### src/rtl/txbuf_pkg.sv
// Shared types for the device-to-host transmit buffer.
// Assumes: the four buffer phases below are the only states.
package txbuf_pkg;
    typedef enum logic [1:0] {
        ST_FILL     = 2'd0,
        ST_READY    = 2'd1,
        ST_SEND     = 2'd2,
        ST_WAIT_ACK = 2'd3
    } buf_state_t;
endpackage

### src/rtl/txbuf_store.sv
// Byte storage with a write count.
// Assumes: wr_en is only raised when count < DEPTH; clr empties the buffer.
module txbuf_store #(
    parameter int DATA_W = 8,
    parameter int DEPTH  = 8,
    localparam int CW    = $clog2(DEPTH + 1),
    localparam int AW    = $clog2(DEPTH)
) (
    input  logic              clk,
    input  logic              rst_n,
    input  logic              wr_en,
    input  logic [DATA_W-1:0] wr_data,
    input  logic              clr,
    input  logic [AW-1:0]     rd_addr,
    output logic [DATA_W-1:0] rd_data,
    output logic [CW-1:0]     count
);
    logic [DATA_W-1:0] mem [DEPTH];

    // Write the incoming byte at the current fill position.
    always_ff @(posedge clk) begin
        if (wr_en) mem[count[AW-1:0]] <= wr_data;
    end

    // Track how many bytes the buffer holds.
    always_ff @(posedge clk) begin
        if (!rst_n)     count <= '0;
        else if (clr)   count <= '0;
        else if (wr_en) count <= count + 1'b1;
    end

    // Asynchronous read port for the streaming side.
    assign rd_data = mem[rd_addr];


    count_step_chk: assert property (@(posedge clk) disable iff (!rst_n)
        (wr_en && !clr) |=> (count == $past(count) + 1'b1));

    count_hold_chk: assert property (@(posedge clk) disable iff (!rst_n)
        (!wr_en && !clr) |=> $stable(count));
endmodule

### src/rtl/txbuf_reader.sv
// Streams the stored bytes after a token, then flags end of packet.
// Assumes: start is a single-cycle pulse and count is stable while sending.
module txbuf_reader #(
    parameter int DATA_W = 8,
    parameter int DEPTH  = 8,
    localparam int CW    = $clog2(DEPTH + 1),
    localparam int AW    = $clog2(DEPTH)
) (
    input  logic              clk,
    input  logic              rst_n,
    input  logic              start,
    input  logic              sending,
    input  logic [CW-1:0]     count,
    input  logic [DATA_W-1:0] rd_data,
    output logic [AW-1:0]     rd_addr,
    output logic              tx_valid,
    output logic [DATA_W-1:0] tx_data,
    output logic              send_end
);
    logic [CW-1:0] rd_ptr;

    // Rewind on start, then step once per sent byte.
    always_ff @(posedge clk) begin
        if (!rst_n)                         rd_ptr <= '0;
        else if (start)                     rd_ptr <= '0;
        else if (sending && rd_ptr < count) rd_ptr <= rd_ptr + 1'b1;
    end

    // Present the byte under the pointer and the end marker.
    always_comb begin
        rd_addr  = rd_ptr[AW-1:0];
        tx_valid = sending && (rd_ptr < count);
        tx_data  = tx_valid ? rd_data : '0;
        send_end = sending && (rd_ptr == count);
    end


    end_excl_chk: assert property (@(posedge clk) disable iff (!rst_n)
        !(tx_valid && send_end));
endmodule

### src/rtl/txbuf_ctrl.sv
// Buffer phase controller: grant, free flag, close, send and recycle.
// Assumes: tok_in and host_ack are single-cycle indications.
module txbuf_ctrl
    import txbuf_pkg::*;
#(
    parameter int DEPTH = 8,
    localparam int CW   = $clog2(DEPTH + 1)
) (
    input  logic          clk,
    input  logic          rst_n,
    input  logic          fill_req,
    input  logic          put,
    input  logic          done,
    input  logic          tok_in,
    input  logic          host_ack,
    input  logic [CW-1:0] count,
    input  logic          send_end,
    output logic          fill_grant,
    output logic          free,
    output logic          wr_en,
    output logic          clr,
    output logic          start,
    output logic          sending,
    output logic          stall,
    output logic          acked
);
    localparam logic [CW-1:0] FULL = CW'(DEPTH);
    localparam logic [CW-1:0] LAST = CW'(DEPTH - 1);

    buf_state_t state, state_nx;
    logic closing;

    // Decode handshakes for the current phase.
    always_comb begin
        fill_grant = fill_req && (state == ST_FILL);
        free       = (state == ST_FILL) && (count != FULL);
        wr_en      = fill_grant && put && (count != FULL);
        closing    = fill_grant && (done || (wr_en && count == LAST));
        clr        = (state == ST_WAIT_ACK) && host_ack;
        start      = tok_in && !clr &&
                     ((state == ST_READY) || (state == ST_WAIT_ACK));
        sending    = (state == ST_SEND);
    end

    // Select the next buffer phase.
    always_comb begin
        state_nx = state;
        unique case (state)
            ST_FILL:     if (closing)  state_nx = ST_READY;
            ST_READY:    if (start)    state_nx = ST_SEND;
            ST_SEND:     if (send_end) state_nx = ST_WAIT_ACK;
            ST_WAIT_ACK: if (clr)      state_nx = ST_FILL;
                         else if (start) state_nx = ST_SEND;
            default:     state_nx = ST_FILL;
        endcase
    end

    // Hold the phase and the one-cycle status pulses.
    always_ff @(posedge clk) begin
        if (!rst_n) begin
            state <= ST_FILL;
            stall <= 1'b0;
            acked <= 1'b0;
        end else begin
            state <= state_nx;
            stall <= put && !wr_en;
            acked <= clr;
        end
    end


    full_close_chk: assert property (@(posedge clk) disable iff (!rst_n)
        (wr_en && count == LAST) |=> (state == ST_READY));

    done_close_chk: assert property (@(posedge clk) disable iff (!rst_n)
        (fill_grant && done) |=> (state == ST_READY));

    ack_pulse_chk: assert property (@(posedge clk) disable iff (!rst_n)
        ((state == ST_WAIT_ACK) && host_ack) |=> (acked && state == ST_FILL));

    ack_single_chk: assert property (@(posedge clk) disable iff (!rst_n)
        acked |=> !acked);

    send_done_chk: assert property (@(posedge clk) disable iff (!rst_n)
        ((state == ST_SEND) && send_end) |=> (state == ST_WAIT_ACK));

    fill_tok_chk: assert property (@(posedge clk) disable iff (!rst_n)
        ((state == ST_FILL) && !closing) |=> (state == ST_FILL));
endmodule

### src/rtl/dev_in_txbuf.sv
// Device-to-host endpoint transmit buffer top.
// Assumes: one buffer; local logic fills, the host side drains on a token.
module dev_in_txbuf #(
    parameter int DATA_W = 8,
    parameter int DEPTH  = 8,
    localparam int CW    = $clog2(DEPTH + 1),
    localparam int AW    = $clog2(DEPTH)
) (
    input  logic              clk,
    input  logic              rst_n,
    input  logic              fill_req,
    output logic              fill_grant,
    input  logic              put,
    input  logic [DATA_W-1:0] put_data,
    input  logic              done,
    output logic              free,
    output logic              stall,
    output logic              acked,
    input  logic              tok_in,
    input  logic              host_ack,
    output logic              tx_valid,
    output logic [DATA_W-1:0] tx_data,
    output logic              tx_end,
    output logic [CW-1:0]     tx_len
);
    logic              wr_en, clr, start, sending, send_end;
    logic [AW-1:0]     rd_addr;
    logic [DATA_W-1:0] rd_data;
    logic [CW-1:0]     count;

    txbuf_ctrl #(.DEPTH(DEPTH)) ctrl_i (
        .clk(clk), .rst_n(rst_n), .fill_req(fill_req), .put(put),
        .done(done), .tok_in(tok_in), .host_ack(host_ack), .count(count),
        .send_end(send_end), .fill_grant(fill_grant), .free(free),
        .wr_en(wr_en), .clr(clr), .start(start), .sending(sending),
        .stall(stall), .acked(acked)
    );

    txbuf_store #(.DATA_W(DATA_W), .DEPTH(DEPTH)) store_i (
        .clk(clk), .rst_n(rst_n), .wr_en(wr_en), .wr_data(put_data),
        .clr(clr), .rd_addr(rd_addr), .rd_data(rd_data), .count(count)
    );

    txbuf_reader #(.DATA_W(DATA_W), .DEPTH(DEPTH)) reader_i (
        .clk(clk), .rst_n(rst_n), .start(start), .sending(sending),
        .count(count), .rd_data(rd_data), .rd_addr(rd_addr),
        .tx_valid(tx_valid), .tx_data(tx_data), .send_end(send_end)
    );

    assign tx_end = send_end;
    assign tx_len = count;
endmodule

### config.mk
export PLATFORM = sky130hd
export DESIGN_NAME = dev_in_txbuf
export DESIGN_NICKNAME = d
export VERILOG_FILES = /design/src/rtl/txbuf_pkg.sv /design/src/rtl/txbuf_store.sv /design/src/rtl/txbuf_reader.sv /design/src/rtl/txbuf_ctrl.sv /design/src/rtl/dev_in_txbuf.sv
export SDC_FILE = /design/constraint.sdc
export NUM_CORES = 1
export LEC_CHECK = 0
export BUFFER_PORTS_ARGS = -buffer_cell sky130_fd_sc_hd__buf_2
export CELL_PAD_IN_SITES_DETAIL_PLACEMENT = 0
export CELL_PAD_IN_SITES_GLOBAL_PLACEMENT = 1
export CORE_MARGIN = 8
export CORE_UTILIZATION = 50
export CTS_CLUSTER_DIAMETER = 50
export DETAILED_ROUTE_END_ITERATION = 7
export GPL_TIMING_DRIVEN = 0
export PLACE_DENSITY = 0.82
export RECOVER_POWER = 50
export SLEW_MARGIN = 20
export SYNTH_ARGS = -nofsm -noshare
export SYNTH_HDL_FRONTEND = slang
export SYNTH_SLANG_ARGS = --single-unit
### constraint.sdc
create_clock -name clk -period 7.42 [get_ports clk]
set_input_delay 1.484 -clock clk [delete_from_list [all_inputs] [get_ports clk]]
set_output_delay 1.484 -clock clk [all_outputs]
set_load 0.02 [all_outputs]
Word level (Yosys, flattened, before mapping)
Memories as Yosys holds them, arrays and structs flattened. A register that Yosys moved wholly into a read port is not among the register bits.
Cells that the tools add are included.
{"block": "classes", "n_lt_le_gt_ge": 1, "n_mux": 10, "n_addsub": 2, "eq_ne": 8, "n_bitwise": 1, "reduce_logical": 20}
{"cell": "$logic_and A1 B1 Y1", "count": 12}
{"cell": "$add A4 B1 Y4 const B", "count": 2}
{"cell": "$mux W2", "count": 4}
{"cell": "$mux W8", "count": 1}
{"cell": "$pmux W2 S4", "count": 1}
{"cell": "$mux W3", "count": 2}
{"cell": "$eq A2 B2 Y1 const B", "count": 2}
{"cell": "$eq A4 B3 Y1 const B", "count": 1}
{"cell": "$eq A4 B4 Y1", "count": 1}
{"cell": "$lt A4 B4 Y1", "count": 1}
{"cell": "$ne A4 B4 Y1 const B", "count": 1}
{"cell": "$reduce_or A2 Y1", "count": 2}
{"cell": "$eq A2 B1 Y1 const B", "count": 1}
{"cell": "$logic_not A1 Y1", "count": 2}
{"cell": "$logic_not A2 Y1", "count": 1}
{"cell": "$logic_or A1 B1 Y1", "count": 2}
{"cell": "$mux W1", "count": 2}
{"cell": "$ne A2 B1 Y1 const B", "count": 1}
{"cell": "$ne A2 B2 Y1 const B", "count": 1}
{"cell": "$reduce_and A2 Y1", "count": 1}
{"cell": "$not A1 Y1", "count": 1}
{"block": "word_totals", "in_bits": 15, "mem_count": 1, "output_inout_bits": 18, "register_bits": 12, "wordCells": 48, "mem_bits_rw": 64}
{"name": "store_i.mem", "depth": 8, "width": 8, "rd": 1, "rd_ports_with_merged_regs": 1, "write_ports": 1, "line": "txbuf_store.sv:18", "text": "logic [DATA_W-1:0] mem [DEPTH];"}

Longest topological paths before layout
Gate-level depths: netlist of the first run.
{"block": "logic_depth", "word_depth": 9, "ltp_mapped": 7, "ltp_nobuf": 6}

Cells and area by module
Synthesis of the first run repeated with hierarchy kept, for this count alone.
{"block": "unflattened", "hier_cells": 200, "hier_area_um2": 3323.2}
{"mod": "txbuf_store", "n_inst": 1, "cells_each": 122, "seq_area_each_um2": 2001.9, "area_per_inst_um2": 2687.6}
{"mod": "txbuf_reader", "n_inst": 1, "cells_each": 52, "seq_area_each_um2": 80.1, "area_per_inst_um2": 401.6}
{"mod": "txbuf_ctrl", "n_inst": 1, "cells_each": 26, "seq_area_each_um2": 80.1, "area_per_inst_um2": 234.0}

Worst setup path after synthesis of the first run
OpenSTA, ideal clock, no wires.
{"block": "synth_path", "kind": "reg2out", "from": "register store_i.count[2]", "to": "output tx_data[0]", "arrival_ns": 1.828, "path_stages_with_launch": 7, "path_slack_ns": 4.108, "n_path_buf": 1, "t_required_ns": 5.936, "cell_sequence": "dfxtp_1 > inv_1 > ha_1 > a21oi_1 > o221ai_2 > buf_2 > nor2_1"}
{"block": "synth_between", "elab_chain_len": 3}
{"item": "from (decl)", "line": "txbuf_store.sv:16", "text": "output logic [CW-1:0] count"}
{"item": "from (signal assigned)", "line": "txbuf_store.sv:29", "text": "else if (wr_en) count <= count + 1'b1;"}
{"item": "$lt A4 B4 Y1", "line": "txbuf_reader.sv:32", "text": "tx_valid = sending && (rd_ptr < count);"}
{"item": "$logic_and A1 B1 Y1", "line": "txbuf_reader.sv:32"}
{"item": "$mux W8", "line": "txbuf_reader.sv:33", "text": "tx_data = tx_valid ? rd_data : '0;"}
{"item": "to (decl)", "line": "dev_in_txbuf.sv:22", "text": "output logic [DATA_W-1:0] tx_data,"}
Every way passes these cells.

Final worst setup path of the first run
{"block": "layout_path", "from": "register store_i.count[2]", "to": "output tx_data[7]"}
The elaborated chain is that of the path after synthesis.

==> results.sh, run 1 <==
export IMPL_finalHoldViolCount=0
export IMPL_rsz0062_at_grt="no"
export IMPL_synth_top_cell_by_area="edfxtp_1"
export IMPL_leakagePower_nw=1.27
export IMPL_fp_dieW_um=96.6
export IMPL_port_buffers=32
export IMPL_rows=29
export IMPL_synth_cell_types=34
export IMPL_worst_hold_startpoint="reader_i.rd_ptr[3]"
export IMPL_cts_tree="built"
export IMPL_cp_startpoint="store_i.count[2]"
export IMPL_crit_path_end_kind="output pin"
export IMPL_async_flop_share_pct=0
export IMPL_slew_limit_headroom_pct=38.3
export IMPL_vias=1742
export IMPL_die_area_um2=9330
export IMPL_antenna_found_initial=0
export IMPL_wl_um=5870
export IMPL_path_max_fanout=10
export IMPL_gp_congestion=0.775
export IMPL_grt_max_degree=14
export IMPL_slew_viol_final=0
export IMPL_die_y_um=96.6
export IMPL_drc_errors=0
export IMPL_synth_edf_count=64
export IMPL_grt_use_total_pct=14.2
export IMPL_layout_common_cells="edfxtp_1, buf_2, nor2_1, mux4_2"
export IMPL_met1_usage_pct=19.3
export IMPL_insertion_delay_ns=0.34
export IMPL_clock_fmax_ghz=0.240
export IMPL_cp_arrival_ns=2.68
export IMPL_cts_hold_fix_buffers=0
export IMPL_grt_pass1_wl_um=9530
export IMPL_post_place_cells=306
export IMPL_cts_buffers=9
export IMPL_power_density_nw_per_um2=226
export IMPL_areaGrowthSynthToFinish_pct=14.0
export IMPL_clock_skew_ns=0.0150
export IMPL_period_share_pct=56.1
export IMPL_via_per_inst=5.41
export IMPL_fin_cells=322
export IMPL_met3_usage_pct=4.10
export IMPL_grt_pass1_vias=1793
export IMPL_final_common_cell="edfxtp_1"
export IMPL_final_antenna_net_count=0
export IMPL_dp_slack_ns=3.94
export IMPL_start_kind="flop"
export IMPL_synth_main_ff_cell="edfxtp_1"
export IMPL_tightestPinTransition_ns=0.923
export IMPL_avgRoutedWirePerCell_um=18.2
export IMPL_ys_warn_count=0
export IMPL_setup_viol=0
export IMPL_yosysSeqAreaShare_pct=68.4
export IMPL_hold_class="flop to flop"
export IMPL_period_minus_slack_ns=4.16
export IMPL_clockBufferDepth=2
export IMPL_r2r_start="store_i.count[0]"
export IMPL_use_met2_pct=21.0
export IMPL_worst_slack_ns=3.26
export IMPL_path_class="flop to output pin"
export IMPL_cts_sinks=79
export IMPL_synth_area_leaders="edfxtp_1, mux4_2, dfxtp_1, mux2i_1, ha_1"
export IMPL_num_antenna_cells=0
export IMPL_drive_gt1_share_pct=27.3
export IMPL_fillers=525
export IMPL_fp_coreArea_um2=6310
export IMPL_final_area_um2=3700
export IMPL_htreeDepth=3
export IMPL_post_cts_buffers=0
export IMPL_dpl_cell_area_um2=3540
export IMPL_cts_root_buf="clkbuf_8"
export IMPL_tns_ns=0
export IMPL_synth_top_area_share_pct=59.2
export IMPL_ys_seq_elements=79
export IMPL_whs_ns=0.521
export IMPL_critPathRequiredTime_ns=5.94
export IMPL_io_pins=33
export IMPL_drtIter0Drc=120
export IMPL_synth_cell_area_um2=3250
export IMPL_postSynthNetCount=217
export IMPL_nets=262
export IMPL_postSynthCellCount=195
export IMPL_clkTransAtPathRegs_ns=0.08
export IMPL_cts_resized=0
export IMPL_status="complete, no violations"
export IMPL_vdd_drop_max_v=0.000131
export IMPL_grt_busiest_layer="met2"
export IMPL_globalRoute_totalOverflow=0
export IMPL_start_util_pct=51.4
export IMPL_drtPass1Iterations=4
export IMPL_dp_hpwl_um=4000
export IMPL_maxCapViolCount=0
export IMPL_syn_area_per_cell_um2=16.7
==> worst max-delay path, cell delays in order (launching register included) <==
cell and delay, ns:
dfxtp_1 0.51, inv_1 0.17, ha_1 0.34, a21oi_1 0.08
o221ai_1 0.46, clkbuf_1 0.49, nor2_1 0.11, buf_2 0.18
==> path summary, 6_finish.rpt <==
check / slack (ns) / cells after the start / endpoint
worst max register to register: 4.22 / 7 / store_i.mem[5][2]
worst min-delay path: 0.52 / 2 / reader_i.rd_ptr[3]
worst min register to register: 0.52 / 2 / reader_i.rd_ptr[3]
worst max-delay path: 3.26 / 7 / tx_data[7]
==> Yosys cell counts (all sizes together), types with 2 or more instances <==
master  number
inv          9
edfxtp      64
mux2i       10
o21ai        4
nor4         3
nand2        7
clkbuf       2
nand3        5
buf          6
or3          2
nor3         4
dfxtp       15
ha           7
and3         4
xnor2        3
mux4        16
nor2        19
a21oi        5
==> cell families (layout without fill, tap and decap cells) <==
group / count (synthesis) / after routing / synth area share [%]
compound gates: 14 / 14 / 2.77
xor+xnor: 3 / 3 / 0.809
fa+ha+maj: 7 / 7 / 2.70
buf+inv: 17 / 67 / 2.62
flops: 79 / 79 / 68.4
mux: 26 / 26 / 14.2
simple gates: 49 / 49 / 8.48
==> through the flow <==
step	util [%]	total power [mW]
floorplan	-	0.529
global placement	55.5	0.547
detailed placement	56.1	0.549
CTS	59.1	0.846
global route	58.6	0.869
finish	58.6	0.838
==> routing by layer <==
metal  wire length (um)  vias up  part of all wire [%]
met5                  0        -                     0
met4                 77        0                   1.3
met3                282        6                   4.8
met2               2690       36                    46
met1               2820      859                    48
li1                   -      841                     -
==> flip-flops by register name (all words and copies together) (netlist names), named ones only <==
signal / flops
store_i.mem: 64
reader_i.rd_ptr: 4
store_i.count: 4
ctrl_i.state: 2
ctrl_i.acked: 1
ctrl_i.stall: 1
==> power by group <==
part	internal, mW	total, mW	leakage [nW]	switching [mW]
combinational	0.0191	0.0492	0.477	0.0301
sequential	0.485	0.488	0.699	0.00308
clock	0.156	0.301	0.0912	0.146
==> cell type report <==
cell class	instances	area, um2	area share [%]
Tap cell	77	96.3	2.60
Sequential cell	79	2220	60.0
Timing Repair Buffer	34	160	4.33
Buffer	8	50.0	1.35
Clock inverter	5	58.8	1.59
Clock buffer	11	131	3.55
Inverter	9	33.8	0.913
Multi-Input combinational cell	99	948	25.6
Power figures use the tool's default switching activity.
==> run 2: changes to the inputs <==
--- a/config.mk
+++ b/config.mk
@@ -9,11 +9,11 @@
 export CELL_PAD_IN_SITES_DETAIL_PLACEMENT = 0
 export CELL_PAD_IN_SITES_GLOBAL_PLACEMENT = 1
 export CORE_MARGIN = 8
-export CORE_UTILIZATION = 50
+export CORE_UTILIZATION = 44
 export CTS_CLUSTER_DIAMETER = 50
 export DETAILED_ROUTE_END_ITERATION = 7
 export GPL_TIMING_DRIVEN = 0
-export PLACE_DENSITY = 0.82
+export PLACE_DENSITY = 0.76
 export RECOVER_POWER = 50
 export SLEW_MARGIN = 20
 export SYNTH_ARGS = -nofsm -noshare
==> constraint.sdc (replaced) <==
create_clock -name clk -period 3.7 [get_ports clk]
set_input_delay 0.74 -clock clk [delete_from_list [all_inputs] [get_ports clk]]
set_output_delay 0.74 -clock clk [all_outputs]
set_load 0.02 [all_outputs]
==> results.sh, run 2 (synthesized netlist as in run 1, its figures left out) <==
export IMPL_status="complete, no violations"
export IMPL_period_share_pct=87.9
export IMPL_final_antenna_net_count=0
export IMPL_cp_num_cells=7
export IMPL_hold_path_depth=2
export IMPL_port_buffers=32
export IMPL_maxCapViolCount=0
export IMPL_nets=263
export IMPL_slew_limit_headroom_pct=38.0
export IMPL_clock_fmax_ghz=0.308
export IMPL_drc_errors=0
export IMPL_slew_viol_final=0
export IMPL_cts_tree="built"
export IMPL_power_density_nw_per_um2=459
export IMPL_largest_register_ffs=64
export IMPL_crit_path_end_kind="output pin"
export IMPL_gp_congestion=0.757
export IMPL_cp_arrival_ns=2.51
export IMPL_vias=1762
export IMPL_die_area_um2=10400
export IMPL_p_seq_share_pct=56.9
export IMPL_start_kind="flop"
export IMPL_finalPower_mw=1.72
export IMPL_path_class="flop to output pin"
export IMPL_fp_coreArea_um2=7210
export IMPL_post_place_cells=329
export IMPL_grt_max_degree=16
export IMPL_tns_ns=0
export IMPL_switchingPower_mw=0.392
export IMPL_cts_root_buf="clkbuf_8"
export IMPL_final_area_um2=3740
export IMPL_tightestPinTransition_ns=0.926
export IMPL_grt_pass1_wl_um=9420
export IMPL_io_pins=33
export IMPL_path_max_fanout=10
export IMPL_areaGrowthSynthToFinish_pct=15.3
export IMPL_slowest_delay_ns=0.49
export IMPL_dp_slack_ns=0.838
export IMPL_grt_use_total_pct=12.6
export IMPL_critPathRequiredTime_ns=2.96
export IMPL_clkTransAtPathRegs_ns=0.09
export IMPL_fillers=624
export IMPL_htreeDepth=3
export IMPL_grt_pass1_vias=1804
export IMPL_intPower_mw=1.33
export IMPL_num_antenna_cells=0
export IMPL_dpl_cell_area_um2=3580
export IMPL_rr_worst_depth=7
export IMPL_antenna_found_initial=0
export IMPL_fp_dieW_um=102
export IMPL_crit_chain="inv_1, ha_1, nand3_1, o221ai_1, buf_2, nor2_1, buf_2"
export IMPL_vdd_drop_max_v=0.000175
export IMPL_avgRoutedWirePerCell_um=17.5
export IMPL_rsz0062_at_grt="no"
export IMPL_cts_sinks=79
export IMPL_cts_buffers=9
export IMPL_switching_share_pct=22.8
export IMPL_cp_slowest_cell="dfxtp_1"
export IMPL_insertion_delay_ns=0.34
export IMPL_rows=31
export IMPL_dp_hpwl_um=4140
export IMPL_p_clk_share_pct=37.5
export IMPL_drive_gt1_share_pct=26.8
export IMPL_wl_um=6030
export IMPL_r2r_slack_ns=0.47
export IMPL_combPwrFrac_pct=5.6
export IMPL_cts_resized=0
export IMPL_setup_viol=0
export IMPL_final_common_cell="edfxtp_1"
export IMPL_crit_family="buffers and inverters"
export IMPL_clockBufferDepth=2
export IMPL_die_y_um=102
export IMPL_crit_buf_inv=3
export IMPL_globalRoute_totalOverflow=0
export IMPL_post_cts_buffers=0
export IMPL_period_minus_slack_ns=3.25
export IMPL_worst_slack_ns=0.449
export IMPL_fin_cells=345
export IMPL_drtIter0Drc=84
export IMPL_start_util_pct=45.0
export IMPL_clock_skew_ns=0.00999
export IMPL_via_per_inst=5.11
export IMPL_crit_top_cell="buf_2"
export IMPL_layout_common_cells="edfxtp_1, buf_2, nor2_1, clkbuf_1, mux4_2"
export IMPL_leakagePower_nw=1.26
export IMPL_hold_class="flop to flop"
export IMPL_drtPass1Iterations=4
export IMPL_cts_hold_fix_buffers=0
export IMPL_finalHoldViolCount=0
## run 2: cell count changes in the layout (fill, tap and decap cells not counted), sizes merged
cell	before	now
clkinvlp	1	0
clkbuf	24	26
inv	9	12
buf	29	26
## run 2: power by group through the flow
stage	Sequential [mW]	Combinational [mW]	Clock, mW
global route	0.979	0.110	0.685
finish	0.978	0.0967	0.645
global placement	0.998	0.0986	0
detailed placement	0.998	0.103	0
floorplan	1.00	0.0612	0
CTS	0.978	0.103	0.657
## run 2: layout make-up
type / count / area (um2) / share of cell area (%)
flip-flops and latches: 79 / 2220 / 59.3
multi-input cells: 99 / 948 / 25.3
repair buffers: 35 / 164 / 4.38
clock buffers: 9 / 124 / 3.31
well taps: 99 / 124 / 3.31
clock inverters: 7 / 77.6 / 2.07
plain buffers: 8 / 51.3 / 1.37
inverters: 9 / 33.8 / 0.902
## run 2: metal layers
| layer | wire length, um | vias up | GRT usage (%) |
|---|---|---|---|
| met4 | 83 | 0 | 5.53 |
| met5 | 0 | - | 0 |
| li1 | - | 845 | - |
| met2 | 2830 | 43 | 18.8 |
| met1 | 2740 | 868 | 16.3 |
| met3 | 374 | 6 | 4.22 |
## run 2: worst reg2reg max path, cell delays in order, from the launching register on
cell and delay (ns):
dfxtp_1 0.41, clkbuf_1 0.37, inv_1 0.09, ha_1 0.20, and3b_1 0.21, nor3_1 0.61
nand2_1 0.22, nor2_1 0.76
## run 2: path summary, 6_finish.rpt
kind                                         start                  to
worst min-delay path            reader_i.rd_ptr[3]  reader_i.rd_ptr[3]
worst max register to register    store_i.count[0]   store_i.mem[5][5]
worst min register to register  reader_i.rd_ptr[3]  reader_i.rd_ptr[3]
worst max-delay path              store_i.count[2]          tx_data[1]
## run 2: metrics by stage
step           hold WS [ns]  util (%)
3_3_place_gp          0.492      48.9
2_1_floorplan         0.462         -
5_1_grt               0.587      51.9
6_report              0.523      51.9
3_5_place_dp          0.505      49.6
4_1_cts               0.516      52.4
